[src/rtl/fds_pkg.sv]
package fds_pkg;
  typedef enum logic [1:0] {
    SRC_KSCALE = 2'd0,
    SRC_PERIOD = 2'd1,
    SRC_FFWD   = 2'd2,
    SRC_RESO   = 2'd3
  } src_sel_e;

  localparam int unsigned NUM_SRC = 4;
endpackage

[src/rtl/fds_sel_reg.sv]
module fds_sel_reg
  import fds_pkg::*;
(
  input  logic       clk,
  input  logic       rst_n,
  input  logic       sel_wr,
  input  logic [1:0] sel_in,
  output src_sel_e   sel_q
);
  always_ff @(posedge clk) begin
    if (!rst_n)      sel_q <= SRC_KSCALE;
    else if (sel_wr) sel_q <= src_sel_e'(sel_in);
  end

  // register holds without a write, loads on a write
  p_sel_hold_r3: assert property (@(posedge clk) disable iff (!rst_n)
    !sel_wr |=> $stable(sel_q));
  p_sel_load_r3: assert property (@(posedge clk) disable iff (!rst_n)
    sel_wr |=> (sel_q == src_sel_e'($past(sel_in))));
endmodule

[src/rtl/fds_src_mux.sv]
module fds_src_mux
  import fds_pkg::*;
#(
  parameter int unsigned MULT_W = 14
) (
  input  logic [NUM_SRC*MULT_W-1:0] src_bus,
  input  src_sel_e                  sel,
  output logic [MULT_W-1:0]         mult
);
  logic [MULT_W-1:0] lane [NUM_SRC];

  for (genvar g = 0; g < NUM_SRC; g++) begin : g_lane
    assign lane[g] = src_bus[g*MULT_W +: MULT_W];
  end

  always_comb mult = lane[sel];
endmodule

[src/rtl/fds_scale.sv]
module fds_scale #(
  parameter int unsigned FILT_W = 24,
  parameter int unsigned MULT_W = 14,
  parameter int unsigned SHIFT  = 19,
  localparam int unsigned PROD_W = FILT_W + MULT_W,
  localparam int unsigned OUT_W  = PROD_W - 1 - SHIFT
) (
  input  logic [FILT_W-1:0] filt,
  input  logic [MULT_W-1:0] mult,
  output logic              prod_neg,
  output logic [OUT_W-1:0]  duty
);
  // signed filter times unsigned multiplier, exact in PROD_W bits
  function automatic logic signed [PROD_W-1:0] mul_su(
    input logic [FILT_W-1:0] a, input logic [MULT_W-1:0] b);
    logic signed [PROD_W-1:0] a_ext;
    logic signed [PROD_W-1:0] b_ext;
    a_ext = PROD_W'($signed(a));
    b_ext = PROD_W'({1'b0, b});
    return a_ext * b_ext;
  endfunction

  // floor at zero, then drop the sign bit and the SHIFT fraction bits
  function automatic logic [OUT_W-1:0] clamp_shift(
    input logic signed [PROD_W-1:0] p);
    if (p[PROD_W-1]) return '0;
    return p[PROD_W-2:SHIFT];
  endfunction

  logic signed [PROD_W-1:0] prod;

  always_comb begin
    prod     = mul_su(filt, mult);
    prod_neg = prod[PROD_W-1];
    duty     = clamp_shift(prod);
  end
endmodule

[src/rtl/fds_top.sv]
module fds_top
  import fds_pkg::*;
#(
  parameter int unsigned FILT_W = 24,
  parameter int unsigned MULT_W = 14,
  parameter int unsigned SHIFT  = 19,
  localparam int unsigned OUT_W = FILT_W + MULT_W - 1 - SHIFT
) (
  input  logic              clk,
  input  logic              rst_n,
  input  logic              sel_wr,
  input  logic [1:0]        sel_in,
  input  logic              in_valid,
  input  logic [FILT_W-1:0] filt_out,
  input  logic [MULT_W-1:0] mult_kscale,
  input  logic [MULT_W-1:0] mult_period,
  input  logic [MULT_W-1:0] mult_ffwd,
  input  logic [MULT_W-1:0] mult_reso,
  output logic              out_valid,
  output logic [OUT_W-1:0]  on_time
);
  localparam logic [63:0] MAX_OUT =
    (((64'd1 << (FILT_W-1)) - 64'd1) * ((64'd1 << MULT_W) - 64'd1)) >> SHIFT;

  src_sel_e                  sel_q;
  logic [MULT_W-1:0]         mult_pick;
  logic [NUM_SRC*MULT_W-1:0] src_bus;
  logic                      prod_neg;
  logic [OUT_W-1:0]          duty_c;

  assign src_bus = {mult_reso, mult_ffwd, mult_period, mult_kscale};

  fds_sel_reg u_sel (
    .clk    (clk),
    .rst_n  (rst_n),
    .sel_wr (sel_wr),
    .sel_in (sel_in),
    .sel_q  (sel_q)
  );

  fds_src_mux #(.MULT_W(MULT_W)) u_mux (
    .src_bus (src_bus),
    .sel     (sel_q),
    .mult    (mult_pick)
  );

  fds_scale #(.FILT_W(FILT_W), .MULT_W(MULT_W), .SHIFT(SHIFT)) u_scale (
    .filt     (filt_out),
    .mult     (mult_pick),
    .prod_neg (prod_neg),
    .duty     (duty_c)
  );

  always_ff @(posedge clk) begin
    if (!rst_n) begin
      out_valid <= 1'b0;
      on_time   <= '0;
    end else begin
      out_valid <= in_valid;
      if (in_valid) on_time <= duty_c;
    end
  end

  // strobe delay and output hold
  p_valid_delay_r7: assert property (@(posedge clk) disable iff (!rst_n)
    in_valid |=> out_valid);
  p_valid_idle_r7: assert property (@(posedge clk) disable iff (!rst_n)
    !in_valid |=> !out_valid);
  p_hold_r7: assert property (@(posedge clk) disable iff (!rst_n)
    !in_valid |=> $stable(on_time));
  // a negative filter sample never produces a nonzero count
  p_neg_zero_r5: assert property (@(posedge clk) disable iff (!rst_n)
    (in_valid && filt_out[FILT_W-1]) |=> (on_time == '0));
  // a negative product from the scaler is registered as zero
  p_prod_neg_r5: assert property (@(posedge clk) disable iff (!rst_n)
    (in_valid && prod_neg) |=> (on_time == '0));
  // the output never exceeds the rail product
  p_ceiling_r9: assert property (@(posedge clk) disable iff (!rst_n)
    out_valid |-> (64'(on_time) <= MAX_OUT));
endmodule

[config.mk]
export PLATFORM = sky130hd
export DESIGN_NAME = fds_top
export DESIGN_NICKNAME = d
export VERILOG_FILES = /design/src/rtl/fds_pkg.sv /design/src/rtl/fds_sel_reg.sv /design/src/rtl/fds_src_mux.sv /design/src/rtl/fds_scale.sv /design/src/rtl/fds_top.sv
export SDC_FILE = /design/constraint.sdc
export NUM_CORES = 1
export LEC_CHECK = 0
export BUFFER_PORTS_ARGS = -buffer_cell sky130_fd_sc_hd__buf_2
export CAP_MARGIN = 20
export CORE_UTILIZATION = 30
export CTS_CLUSTER_DIAMETER = 60
export DETAILED_ROUTE_END_ITERATION = 7
export PLACE_DENSITY = 0.43
export SKIP_CTS_REPAIR_TIMING = 1
export SLEW_MARGIN = 20
export SYNTH_ARGS = -nofsm -noshare
export SYNTH_HDL_FRONTEND = slang
export SYNTH_HIERARCHICAL = 1
export SYNTH_SLANG_ARGS = --single-unit
[constraint.sdc]
create_clock -name clk -period 10 [get_ports clk]
set_input_delay 1.5 -clock clk [delete_from_list [all_inputs] [get_ports clk]]
set_output_delay 1.5 -clock clk [all_outputs]
set_load 0.02 [all_outputs]
---- Word-level counts from Yosys, hierarchy flattened ----
Index checks and enable logic that the tools add are counted.
cells by class
  mux-type cells .......................... 6
  bitwise operators ....................... 1
  eq/ne operators ......................... 0
  $add $sub $neg .......................... 0
  order comparisons ....................... 1
  reductions and logical operators ........ 0
  divide/modulo/power cells ............... 0
  shifts and indexed selects .............. 0
  multipliers ............................. 1
operator list
  cell                count
  $mul 24x15->38      1
  $mux 18             2
  $bmux 14 s2         1
  $mux 14             2
  $ge 3x3->1 const B  1
  $not 2->3           1
  $mux 1              1
word-level totals
  bits in read-only memories .............. 0
  latch bits .............................. 0
  logic and storage cells ................. 12
  output and inout bits ................... 19
  bits in writable memories ............... 0
  input port bits ......................... 86
  flip-flop bits (word level) ............. 21
  memories ................................ 0

---- Longest topological paths before layout ----
Gate-level depths: netlist of run 1.
  depth after elaboration ................. 7
  mapped depth ............................ 29
  gate-level depth less buffers ........... 25

---- Cells and area by module ----
The synthesis of run 1 kept the hierarchy.
by module, submodules not included
  module       instances  sequential area each (um^2)  area an instance (um^2)  cells an instance
  fds_scale    1          0.0                          11654.9                  1275
  fds_top      1          380.4                        715.7                    59
  fds_src_mux  1          0.0                          366.6                    17
  fds_sel_reg  1          40.0                         72.6                     6

---- Worst setup path before layout of run 1 ----
Ideal clock, no wire load.
  path type ............................... input-to-reg
  from .................................... input port mult_period[0]
  to ...................................... register on_time[9]
  data arrival time ....................... 7531 ps
  library setup time ...................... 116 ps
  data required time ...................... 9884 ps
  slack ................................... 2353 ps
  buffers on the path ..................... 1
  stages on the path ...................... 24
  cells stage by stage .................... mux4_1 > clkbuf_1 > and2_1 > fa_1 > inv_1 > fa_1 > inv_1 > fa_1 > fa_1 > fa_1 > inv_1 > fa_1 > inv_1 > ha_1 > a211oi_2 > nand4_1 > a21oi_2 > o21ai_2 > a32oi_2 > a211oi_4 > nor2_8 > and3b_1 > mux2i_1 > nor2b_1
between the ends
  word-level cells in the longest chain between the ends .. 6
ends and longest elaborated chain
  what                                          line               source
  start, declared                               fds_top.sv:16      input logic [MULT_W-1:0] mult_period,
  $bmux 14 s2 *                                 fds_src_mux.sv:16  always_comb mult = lane[sel];
  $mux 14 (not written as such) * (2 in a row)  fds_src_mux.sv:16
  $mul 24x15->38 *                              fds_scale.sv:20    return a_ext * b_ext;
  $mux 1                                        fds_scale.sv:26    if (p[PROD_W-1]) return '0;
  $mux 18 *                                     fds_scale.sv:27    return p[PROD_W-2:SHIFT];
  via duty_c[9]                                 fds_top.sv:29      logic [OUT_W-1:0] duty_c;
  end signal, assigned                          fds_top.sv:60      if (in_valid) on_time <= duty_c;
  end, declared                                 fds_top.sv:20      output logic [OUT_W-1:0] on_time
The timed path passes the listed nets; every way through them passes the cells marked *. The select of a mux whose other input is x is not followed.
A chain may end at the register's enable or synchronous reset.

---- Final worst setup path of run 1 ----
  from .................................... input port mult_period[0]
  to ...................................... register on_time[13]
between the ends
  word-level cells in the longest chain between the ends .. 6
ends and longest elaborated chain
  what                                          line               source
  $bmux 14 s2 *                                 fds_src_mux.sv:16
  $mux 14 (not written as such) * (2 in a row)  fds_src_mux.sv:16
  via mult_pick[0]                              fds_top.sv:26      logic [MULT_W-1:0] mult_pick;
  $mul 24x15->38 *                              fds_scale.sv:20
  $mux 1                                        fds_scale.sv:26
  $mux 18 *                                     fds_scale.sv:27
  via duty_c[13]                                fds_top.sv:29
Marks and branches as above.

==> results.tsv, run 1 <==
metric	value	unit
die-width	209	um
totalWireLength	33300	um
clk-insertion-delay-late	0.25	ns
ctsRootBufferMaster	sky130_fd_sc_hd__clkbuf_16	
detail_route.iter0.violations	202	
setup_repair_after_global_routing_missed_its_margin	no	
numClockSinks	21	
cts_max_level	1	
worst_setup_hold_path_clk_slew	0.06	ns
finalSetupViolCount	0	
grt_overflow_total	0	
cpPeakStageDelay	0.88	ns
drive_above_1_share	10.2	%
placement.io_buffers	104	
clockBufferDepth	2	
initial_core_util	30.5	%
slew_headroom	45.0	%
drc	0	
final_worst_clock_skew	0.00284	ns
synth.area.top_cells	sky130_fd_sc_hd__fa_1 48%, sky130_fd_sc_hd__and2_1 10%, sky130_fd_sc_hd__inv_1 9.1%, sky130_fd_sc_hd__ha_1 8.3%, sky130_fd_sc_hd__nand2_1 4.1%	
diodes	0	
cp.arrival	8.56	ns
timing.hold.worst.class	flop to flop	
final.fill_count	4484	
synth_seq_cells	21	
grt_first_pass_wirelength	55700	um
synth_async_sr_flop_share	0	%
yosys.area.top_type	sky130_fd_sc_hd__fa_1	
nets	1889	
synthFlopType	sky130_fd_sc_hd__dfxtp_1	
critical_path.cell_chain	buf_2, mux4_1, and2_1, fa_1, inv_1, fa_1, inv_1, fa_1, fa_1, fa_1, inv_1, fa_1, inv_1, ha_1, a211oi_2, nand4_1, a21oi_2, o21ai_2, a21oi_4, o21ai_0, o41ai_1, mux2i_1, mux2i_1, nor2b_1	
critical_path_required	10.19	ns
grt_use_total	16.2	%
dieArea	43500	um2
area_taken_by_flip_flops_and_latches	420	um2
placement_rows	75	
dp_hpwl	27900	um
synth.cell_area	12800	um2
area.growth.synth_to_final	7.94	%
cts_tree	done	
synthesis.nets	1837	
worstMarginPinSlew	0.825	ns
synth_area_per_cell	9.44	um2
detailedRoute.firstPassIterationCount	4	
synth_sequential_area_ratio	3.28	%
initial_antenna_violation_count	0	
top_level_ports	105	
final_hold_viol_count	0	
core_region_area	42000	um2
synth-edff-count	0	
route.detailed.vias_per_inst	4.56	
number_of_clock_buffers_inserted_by_tritoncts	3	
synth_unique_cells	61	
worst_setup_path_start_kind	input pin	
postRouteAntennaNets	0	
run_status	finished clean	
multi_input_comb_area	10900	um2
timing.critical_path.mode_cell	sky130_fd_sc_hd__fa_1	
fin_crit	8.36	ns
grt_start_max_net_pins	25	
postSynthCellCount	1357	
route.detailed.wl_per_inst	17.1	um
finalMaxSlewViolations	0	
finalSetupTns	0	ns
cp_slowest_cell	sky130_fd_sc_hd__mux4_1	
crit_path_max_fanout	23	
fmax	0.120	GHz
gp_congestion	0.787	
criticalPathCategory	input pin to flop	
timing.critical_path.to_type	flop	
timing.max_cap.violations	0	
die-height	209	um
yosys_warnings	6	
via_count	8886	
share_of_the_clock_period_used_by_the_worst_path_after_layout	83.6	%
yosysTopAreaCellShare	48.3	%
grt_pass1_vias	10300	
[per-stage QoR]
step | cells | hold WS (ns) | util (%) | worst slack, ns | instance area (um2)
6_report | 1947 | 0.509 | 32.9 | 1.64 | 13800
5_1_grt | 1947 | 0.530 | 32.9 | 1.21 | 13800
4_1_cts | 1947 | 0.514 | 32.9 | 1.56 | 13800
3_5_place_dp | 1943 | 0.497 | 32.7 | 1.31 | 13700
3_3_place_gp | 1943 | 0.498 | 32.7 | 1.33 | 13700
2_1_floorplan | 1357 | 0.506 | - | 2.35 | 12800
[state kept, by name, indices dropped and copies added, names as in the netlist]
| name | flops |
|---|---|
| out_valid | 1 |
| u_sel/sel_q | 2 |
| on_time | 18 |
[metal layers]
metal	part of all wire, %	up-vias	wire length, um	track usage [%]
met4	1.0	0	347	1.93
met1	44	4646	14500	20.9
met5	0	-	0	0
li1	-	4122	-	-
met3	1.5	25	508	0.781
met2	54	93	17900	30.6
[area by class of cell]
class                           instances  share of cell area, %
Multi-Input combinational cell        963                   79.1
Inverter                              312                   8.47
Tap cell                              539                   4.88
Timing Repair Buffer                  108                   3.98
Sequential cell                        21                   3.04
Clock buffer                            3                  0.543
Clock inverter                          1                 0.0362
[synth_stat cells (all sizes together), types with 15 or more instances]
| master | count |
|---|---|
| inv | 312 |
| fa | 309 |
| and2 | 207 |
| nand2 | 140 |
| ha | 85 |
| clkbuf | 54 |
| nor2 | 25 |
| a21oi | 22 |
| nor2b | 22 |
| dfxtp | 21 |
| mux2i | 21 |
| o21ai | 17 |
| a21o | 15 |
[worst max-delay path, delay by kind of cell]
| family | cells | cell delay (ns) |
|---|---|---|
| fa+ha+maj | 7 | 3.36 |
| mux | 3 | 1.25 |
| buf+inv | 5 | 0.31 |
| simple gates | 3 | 0.61 |
| compound gates | 6 | 1.51 |
[placed cells by master (no fill, tap or decap), drive strengths merged, types with 17 or more instances in the layout]
master / count
nor2b: 22
fa: 309
nand2: 140
mux2i: 21
ha: 85
a21oi: 22
inv: 312
buf: 108
o21ai: 17
and2: 207
dfxtp: 21
nor2: 25
[cells by family after synthesis]
group	count (synthesis)	synth area share (%)
fa+ha+maj	394	56.6
flops	21	3.28
buf+inv	373	11.4
compound gates	79	4.60
simple gates	436	18.6
xor+xnor	19	1.30
mux	35	4.22
[final timing paths]
| kind | startpoint | end | slack [ns] | cells past startpoint |
|---|---|---|---|---|
| setup reg to reg | u_sel/sel_q[1] | on_time[8] | 2.21 | 22 |
| hold reg to reg | on_time[1] | on_time[1] | 0.51 | 2 |
| setup / recovery | mult_period[0] | on_time[13] | 1.64 | 24 |
| hold / removal | on_time[1] | on_time[1] | 0.51 | 2 |
Power of run 1 is left out: the tool's default activity adds up to more than one toggle a clock period on the data nets, which glitch-free logic cannot reach.
==> inputs of run 2 (changes only) <==
--- a/config.mk
+++ b/config.mk
@@ -5,12 +5,13 @@
 export SDC_FILE = /design/constraint.sdc
 export NUM_CORES = 1
 export LEC_CHECK = 0
+export ABC_AREA = 1
 export BUFFER_PORTS_ARGS = -buffer_cell sky130_fd_sc_hd__buf_2
 export CAP_MARGIN = 20
 export CORE_UTILIZATION = 30
 export CTS_CLUSTER_DIAMETER = 60
 export DETAILED_ROUTE_END_ITERATION = 7
-export PLACE_DENSITY = 0.43
+export PLACE_DENSITY = 0.44
 export SKIP_CTS_REPAIR_TIMING = 1
 export SLEW_MARGIN = 20
 export SYNTH_ARGS = -nofsm -noshare
==> constraint.sdc (replaced) <==
create_clock -name clk -period 7.5 [get_ports clk]
set_input_delay 1.125 -clock clk [delete_from_list [all_inputs] [get_ports clk]]
set_output_delay 1.125 -clock clk [all_outputs]
set_load 0.02 [all_outputs]
==> run 2 against run 1 <==
Against the previous run: the run now ends with DRC left; utilization grew 0.29 points; critical path depth increased by 6; register-to-register slack lost 1.5 ns; count of clock-buffer cells in the layout stayed put; via count rose by 30%.
==> results.tsv, run 2 <==
metric	value	unit
yosys.area.top_type	sky130_fd_sc_hd__fa_1	
grt_first_pass_wirelength	65100	um
gp_congestion	0.827	
reg2reg_slack	0.76	ns
violations	DRC	
yosysTopAreaCellShare	43.6	%
largest_registers	on_time: 18 flops, u_sel/sel_q: 2 flops, out_valid: 1 flops	
cp_slowest_cell	sky130_fd_sc_hd__fa_1	
grt_most_used_layer	met2	
placement_rows	79	
timing.max_cap.violations	0	
final_cells	2683	
dp_hpwl	33300	um
dp_cells	2679	
ctsRootBufferMaster	sky130_fd_sc_hd__clkbuf_16	
worst_setup_hold_path_clk_slew	0.06	ns
grt_start_max_net_pins	38	
r2r-start	u_sel/sel_q[0]	
criticalPathCategory	input pin to flop	
final_hold_viol_count	0	
synth_area_per_cell	7.06	um2
numClockSinks	21	
global_route.usage.met2	32.0	%
clockBufferDepth	2	
synth_seq_cells	21	
timing.critical_path.mode_cell	sky130_fd_sc_hd__inv_1	
worst-path-buf-inv	9	
cp.arrival	7.14	ns
timing.hold.worst.class	flop to flop	
hold_path.startpoint	on_time[14]	
fmax	0.143	GHz
grt_use_total	16.9	%
cts_max_level	1	
grt_use_met3	0.732	%
route.detailed.wl_per_inst	14.3	um
top_level_ports	105	
dieArea	48200	um2
detailedRoute.firstPassIterationCount	7	
number_of_stages_on_the_worst_hold_path	2	
synthesis.nets	2491	
synth-edff-count	0	
grt_overflow_total	0	
via_count	11500	
cpPeakStageDelay	0.55	ns
final_worst_clock_skew	0.00151	ns
postSynthCellCount	2011	
synth.area.top_cells	sky130_fd_sc_hd__fa_1 44%, sky130_fd_sc_hd__inv_1 17%, sky130_fd_sc_hd__nand2_1 16%, sky130_fd_sc_hd__ha_1 7.5%, sky130_fd_sc_hd__dfxtp_1 3.0%	
met1_usage	21.7	%
yosys_warnings	6	
synth_async_sr_flop_share	0	%
cts_tree	done	
finalSetupViolCount	0	
die-width	220	um
r2r.worst_path.cells	29	
die-height	220	um
drc	8	
diodes	0	
number_of_clock_buffers_inserted_by_tritoncts	3	
drive_above_1_share	7.85	%
crit_path_max_fanout	23	
worstMarginPinSlew	0.659	ns
setup_repair_after_global_routing_missed_its_margin	no	
synthFlopType	sky130_fd_sc_hd__dfxtp_1	
largest_register_ff_count	18	
clk-insertion-delay-late	0.25	ns
worst_setup_path_start_kind	input pin	
detail_route.iter0.violations	363	
commonest_non_fill_non_tap_cells_in_the_layout	646 x sky130_fd_sc_hd__inv_1, 596 x sky130_fd_sc_hd__nand2_1, 309 x sky130_fd_sc_hd__fa_1	
commonest_non_fill_non_tap_cell_in_the_layout	sky130_fd_sc_hd__inv_1	
postRouteAntennaNets	0	
timing.critical_path.to_type	flop	
finalMaxSlewViolations	0	
fin_crit	6.98	ns
worst_reg2reg_endpoint	on_time[3]	
share_of_the_clock_period_used_by_the_worst_path_after_layout	93.1	%
placement.io_buffers	104	
critPathTopFamily	adder cells	
core_region_area	46700	um2
synth.cell_area	14200	um2
nets	2557	
initial_core_util	30.4	%
totalWireLength	38300	um
largest-register	on_time	
yosys.cell_count.top_type	sky130_fd_sc_hd__inv_1	
initial_antenna_violation_count	0	
critical_path_required	7.65	ns
synth_unique_cells	38	
synth_sequential_area_ratio	2.96	%
synth_common_cells	646 x sky130_fd_sc_hd__inv_1, 596 x sky130_fd_sc_hd__nand2_1, 309 x sky130_fd_sc_hd__fa_1	
route.detailed.vias_per_inst	4.30	
worst_hold_path.endpoint	on_time[14]	
area.growth.synth_to_final	9.03	%
grt_pass1_vias	12800	
finalSetupTns	0	ns
run_status	finished with violations	
slew_headroom	56.0	%
==> run 2: worst max path at each step <==
| stage | from | to | slack [ns] | cells past startpoint |
|---|---|---|---|---|
| 6_report | mult_ffwd[0] | on_time[3] | 0.52 | 30 |
| 5_1_grt | mult_kscale[0] | on_time[3] | 0.11 | 30 |
| 4_1_cts | mult_kscale[0] | on_time[3] | 0.47 | 30 |
| 3_5_place_dp | mult_ffwd[0] | on_time[3] | 0.22 | 30 |
| 3_3_place_gp | mult_ffwd[0] | on_time[3] | 0.15 | 30 |
| 2_1_floorplan | mult_reso[1] | on_time[8] | 0.65 | 31 |
==> run 2: cell type report <==
cell class,count,area [um2]
inverter,651,2450
clock buffer,3,75.1
timing repair buffer,127,793
multi-input combinational,1273,11000
sequential,21,420
fill,5113,31200
tap,607,759
clock inverter,1,5.00
==> run 2: through the flow <==
stage / worst slack [ns] / hold WS (ns) / utilization [%] / area [um2]
finish: 0.515 / 0.468 / 33.2 / 15500
global route: 0.111 / 0.518 / 33.2 / 15500
CTS: 0.474 / 0.475 / 33.2 / 15500
detailed placement: 0.218 / 0.460 / 33.0 / 15400
global placement: 0.151 / 0.458 / 33.0 / 15400
floorplan: 0.651 / 0.485 / - / 14200
==> run 2: cell families (layout without fill, tap and decap cells) <==
kind of cell | count (synthesis) | after routing | share of synthesized area [%]
and+or+nand+nor | 788 | 788 | 22.3
DFF | 21 | 21 | 2.96
AOI/OAI and AO/OA | 75 | 75 | 2.99
adders and majority gates | 394 | 394 | 51.1
xor gates and xnor gates | 16 | 16 | 0.987
buffers and inverters | 717 | 782 | 19.7
==> run 2: worst register-to-register path, delay by kind of cell (launching register included) <==
family                     cells  cell delay [ns]
xor gates and xnor gates       1             0.31
DFF                            1             0.36
and+or+nand+nor                9             0.78
buffers and inverters          8             0.93
AOI/OAI and AO/OA              4             0.92
adders and majority gates      7             3.35
==> run 2: layer usage <==
layer,vias to the layer above,wire length [um]
met1,5633,17200
met5,-,0
met3,33,801
met4,0,557
met2,176,19700
li1,5698,-
Power of run 2 is left out for the same reason.
